### src/rtl/steer_alu_pkg.sv
package steer_alu_pkg;
  localparam int OPW          = 4;
  localparam int OP_CIN_BIT   = 0;
  localparam int OP_INV_BIT   = 1;
  localparam int OP_CONST_BIT = 2;
  localparam int OP_RSVD_BIT  = 3;

  typedef enum logic [1:0] {
    YSEL_B    = 2'b00,
    YSEL_NB   = 2'b01,
    YSEL_ZERO = 2'b10,
    YSEL_ONES = 2'b11
  } ysel_e;
endpackage

### src/rtl/steer_alu_fa_cell.sv
module steer_alu_fa_cell (
  input  logic a_in,
  input  logic b_in,
  input  logic c_in,
  output logic s_out,
  output logic c_out
);
  logic half_x;

  assign half_x = a_in ^ b_in;
  assign s_out  = half_x ^ c_in;
  assign c_out  = (a_in & b_in) | (half_x & c_in);

  always_comb begin
    AST_FA_COUNT: assert ({c_out, s_out} == 2'(a_in) + 2'(b_in) + 2'(c_in));
  end
endmodule

### src/rtl/steer_alu_ripple.sv
module steer_alu_ripple #(
  parameter int W = 4
) (
  input  logic [W-1:0] x_in,
  input  logic [W-1:0] y_in,
  input  logic         cin,
  output logic [W-1:0] sum,
  output logic [W:0]   carry_vec
);
  assign carry_vec[0] = cin;

  for (genvar gi = 0; gi < W; gi++) begin : g_cell
    steer_alu_fa_cell u_fa (
      .a_in  (x_in[gi]),
      .b_in  (y_in[gi]),
      .c_in  (carry_vec[gi]),
      .s_out (sum[gi]),
      .c_out (carry_vec[gi+1])
    );
  end

  always_comb begin
    AST_RIPPLE_TOTAL: assert ({carry_vec[W], sum} == (W+1)'(x_in) + (W+1)'(y_in) + (W+1)'(cin));
  end
endmodule

### src/rtl/steer_alu_mux2.sv
module steer_alu_mux2 #(
  parameter int W = 4
) (
  input  logic         sel,
  input  logic [W-1:0] d0,
  input  logic [W-1:0] d1,
  output logic [W-1:0] q
);
  always_comb begin
    if (sel) q = d1;
    else     q = d0;
  end
endmodule

### src/rtl/steer_alu_ysel.sv
module steer_alu_ysel #(
  parameter int W = 4
) (
  input  logic         sel_const,
  input  logic         sel_inv,
  input  logic [W-1:0] b_in,
  output logic [W-1:0] y_out
);
  localparam logic [W-1:0] ALL_ZERO = '0;
  localparam logic [W-1:0] ALL_ONE  = '1;

  logic [W-1:0] leg_plain;
  logic [W-1:0] leg_inv;

  // First level, selected by the constant bit: B or zeros, ~B or ones.
  steer_alu_mux2 #(.W(W)) u_lvl_plain (
    .sel (sel_const),
    .d0  (b_in),
    .d1  (ALL_ZERO),
    .q   (leg_plain)
  );

  steer_alu_mux2 #(.W(W)) u_lvl_inv (
    .sel (sel_const),
    .d0  (~b_in),
    .d1  (ALL_ONE),
    .q   (leg_inv)
  );

  // Second level, selected by the invert bit, drives the adder.
  steer_alu_mux2 #(.W(W)) u_lvl_out (
    .sel (sel_inv),
    .d0  (leg_plain),
    .d1  (leg_inv),
    .q   (y_out)
  );

  always_comb begin
    AST_YSEL_CONST: assert (!sel_const || y_out == (sel_inv ? ALL_ONE : ALL_ZERO));
    AST_YSEL_BVAL: assert (sel_const || (y_out ^ b_in) == (sel_inv ? ALL_ONE : ALL_ZERO));
  end
endmodule

### src/rtl/steer_alu_flags.sv
module steer_alu_flags #(
  parameter int W = 4
) (
  input  logic [W-1:0] sum,
  input  logic [W:0]   carry_vec,
  output logic         c_flag,
  output logic         v_flag,
  output logic         z_flag
);
  assign c_flag = carry_vec[W];
  assign v_flag = carry_vec[W] ^ carry_vec[W-1];
  assign z_flag = ~|sum;

  always_comb begin
    AST_ZERO_MATCH: assert (z_flag == (sum == '0));
  end
endmodule

### src/rtl/steer_alu.sv
module steer_alu #(
  parameter int W = 4
) (
  input  logic [steer_alu_pkg::OPW-1:0] op_sel,
  input  logic [W-1:0]                  opnd_a,
  input  logic [W-1:0]                  opnd_b,
  output logic [W-1:0]                  res,
  output logic                          carry_out,
  output logic                          ovf,
  output logic                          zero
);
  import steer_alu_pkg::*;

  logic [W-1:0] adder_y;
  logic [W:0]   carries;

  steer_alu_ysel #(.W(W)) u_ysel (
    .sel_const (op_sel[OP_CONST_BIT]),
    .sel_inv   (op_sel[OP_INV_BIT]),
    .b_in      (opnd_b),
    .y_out     (adder_y)
  );

  steer_alu_ripple #(.W(W)) u_adder (
    .x_in      (opnd_a),
    .y_in      (adder_y),
    .cin       (op_sel[OP_CIN_BIT]),
    .sum       (res),
    .carry_vec (carries)
  );

  steer_alu_flags #(.W(W)) u_flags (
    .sum       (res),
    .carry_vec (carries),
    .c_flag    (carry_out),
    .v_flag    (ovf),
    .z_flag    (zero)
  );

  always_comb begin
    AST_NO_OVERFLOW: assert (ovf == ((opnd_a[W-1] == adder_y[W-1]) && (res[W-1] != opnd_a[W-1])));
    AST_TRANSFER_A: assert (!(op_sel[2:0] == 3'b100 || op_sel[2:0] == 3'b111) || res == opnd_a);
    AST_RSVD_PASS: assert (!op_sel[OP_RSVD_BIT] || op_sel[2:0] != 3'b100 || (res == opnd_a && !carry_out));
    AST_SUB_NOBORROW: assert (op_sel[2:0] != 3'b011 || carry_out == (opnd_a >= opnd_b));
  end
endmodule

### config.mk
export PLATFORM = sky130hd
export DESIGN_NAME = steer_alu
export DESIGN_NICKNAME = d
export VERILOG_FILES = /design/src/rtl/steer_alu_pkg.sv /design/src/rtl/steer_alu_fa_cell.sv /design/src/rtl/steer_alu_ripple.sv /design/src/rtl/steer_alu_mux2.sv /design/src/rtl/steer_alu_ysel.sv /design/src/rtl/steer_alu_flags.sv /design/src/rtl/steer_alu.sv
export SDC_FILE = /design/constraint.sdc
export NUM_CORES = 1
export LEC_CHECK = 0
export BUFFER_PORTS_ARGS = -buffer_cell sky130_fd_sc_hd__buf_2
export CAP_MARGIN = 20
export CORE_AREA = 2 2 39 41
export DETAILED_ROUTE_END_ITERATION = 12
export DIE_AREA = 0 0 41 43
export PLACE_DENSITY_LB_ADDON = 0.05
export SYNTH_ARGS = -nofsm -noshare
export SYNTH_HDL_FRONTEND = slang
export SYNTH_HIERARCHICAL = 1
export SYNTH_SLANG_ARGS = --single-unit
### constraint.sdc
create_clock -name vclk -period 5.1
set_input_delay 0.765 -clock vclk [all_inputs]
set_output_delay 0.765 -clock vclk [all_outputs]
set_load 0.01 [all_outputs]
==> reports/qor.txt <==
Status -> complete, no violations
Core Rows -> 14
Placed cells -> 64
Port Buffers -> 18
Share of cells above drive strength 1 -> 0.6458
Drt pass-1 iters -> 1
Crit share post-route -> 0.8864
Hold path depth -> 3
Routed Antenna Nets -> 0
Filler cell count -> 160
GP Congestion -> 0.6143
Final Non-Filler Cells -> 64
Reg area -> 0 µm²
Post-Route WL -> 530 µm
Yosys warning total -> 6
Mapped Area -> 266.5 µm²
DR DRC count -> 0
CP startpoint kind -> input port
Post-CTS Setup Inserts -> 0
Slowest CP cell -> fa_1
GR Overflow Total -> 0
Setup-failing EPs final -> 0
Hold/Removal Path Class -> in2out
CP endpoint kind -> output port
Worst setup startpoint -> op_sel[2]
Die ar. -> 1763 µm²
Fin. max-slew vios -> 0
Worst Hold Launch -> opnd_a[3]
Die width -> 41 µm
CP most frequent cell -> fa_1
Total GRT Usage -> 0.07545
P&R area growth vs syn -> 46.95%
VDD IR max -> 56.63 µV
Vias in the first global route -> 240
Utilization after layout -> 0.2830
Clock buf count -> 0
Core area -> 1384 µm²
First-pass GRT wire length -> 959 µm
I/O Pins -> 19
RSZ-0062 raised after global routing -> no
Vias per cell -> 3.641
Worst EP arrival -> 3.76 ns
Seq cells -> 0
Chip height -> 43 µm
CTS Hold Bufs -> 0
Crit path required time -> 4.34 ns
Mapped Cells -> 25
Initial antenna violation count -> 0
Max-Cap Viols -> 0
Crit-path cells -> buf_2 -> mux2_2 -> mux2_2 -> fa_1 -> fa_1 -> fa_1 -> fa_1 -> nor4_2 -> buf_2
LEAKAGE -> 0.2010 nW
Starting density of the core -> 0.1926
Largest incremental delay on the critical path -> 0.49 ns
Endpoint of the worst hold path -> carry_out
Classification of the worst setup path -> in2out
Initial drt markers -> 0
Post-CTS sizing -> 0
Fmax -> 221.2 MHz
Dpl hpwl -> 520 µm
NumNets Final -> 66
DR WL/cell -> 8.281 µm
Post-route minimum period -> 4.520 ns
Routed vias -> 233
Syn Area/Cell -> 10.66 µm²
Pwr/cell area -> 141.3 nW/µm²
Largest net degree at the start of global routing -> 9
Final setup TNS -> 0 ns
Antenna Cells -> 0
CP Max Fanout -> 8
Final hold violations -> 0
==> layout by cell type, fill, tap and decap left out, drive strengths merged <==
cell type / n
xor2: 1
mux2: 12
conb: 8
nor4: 1
fa: 4
buf: 18
inv: 4
==> per-layer routing <==
layer / GRT usage / routed length, µm / vias up / share of wire
li1: - / - / 121 / -
met4: 0 / 0 / 0 / 0
met5: 0 / 0 / - / 0
met3: 0 / 55 / 0 / 0.10
met2: 0.1281 / 265 / 14 / 0.50
met1: 0.1100 / 208 / 98 / 0.39
==> critical path, delay by kind of cell <==
kind / cells / cell delay [ns]
fa+ha+maj: 4 / 1.76
buf+inv: 2 / 0.34
mux: 2 / 0.62
simple gates: 1 / 0.27
==> worst max path at each step <==
stage | cells past startpoint | endpoint | slack, ns
after CTS | 9 | zero | 0.54
after detailed placement | 9 | zero | 0.55
after floorplan | 7 | zero | 0.87
final | 9 | zero | 0.58
after global routing | 9 | zero | 0.44
after global placement | 9 | zero | 0.59
==> where the power goes <==
group	internal (W)	switching (W)	leakage [nW]	total, W
Sequential	0	0	0	0
Clock	0	0	0	0
Combinational	0.0000281	0.0000272	0.201	0.0000553
==> per-stage QoR <==
step / total power (W) / cell area [µm²] / hold slack, ns / worst slack (ns)
after detailed placement: 0.00005608 / 391.6 / 1.939 / 0.5489
final: 0.00005533 / 391.6 / 1.942 / 0.5795
after global routing: 0.00006171 / 391.6 / 1.964 / 0.4447
after CTS: 0.00005651 / 391.6 / 1.949 / 0.5410
after floorplan: 0.00003725 / 289.0 / 1.747 / 0.8664
after global placement: 0.00005521 / 391.6 / 1.941 / 0.5920
==> final cells by class <==
type                       instances  area, µm²  share of cell area
inverter                           4      15.01             0.03834
multi-input combinational         26      266.5              0.6805
tap                               16      20.02             0.05112
timing repair buffer              18      90.09              0.2300
No activity file was read; power rests on OpenSTA's default activity.
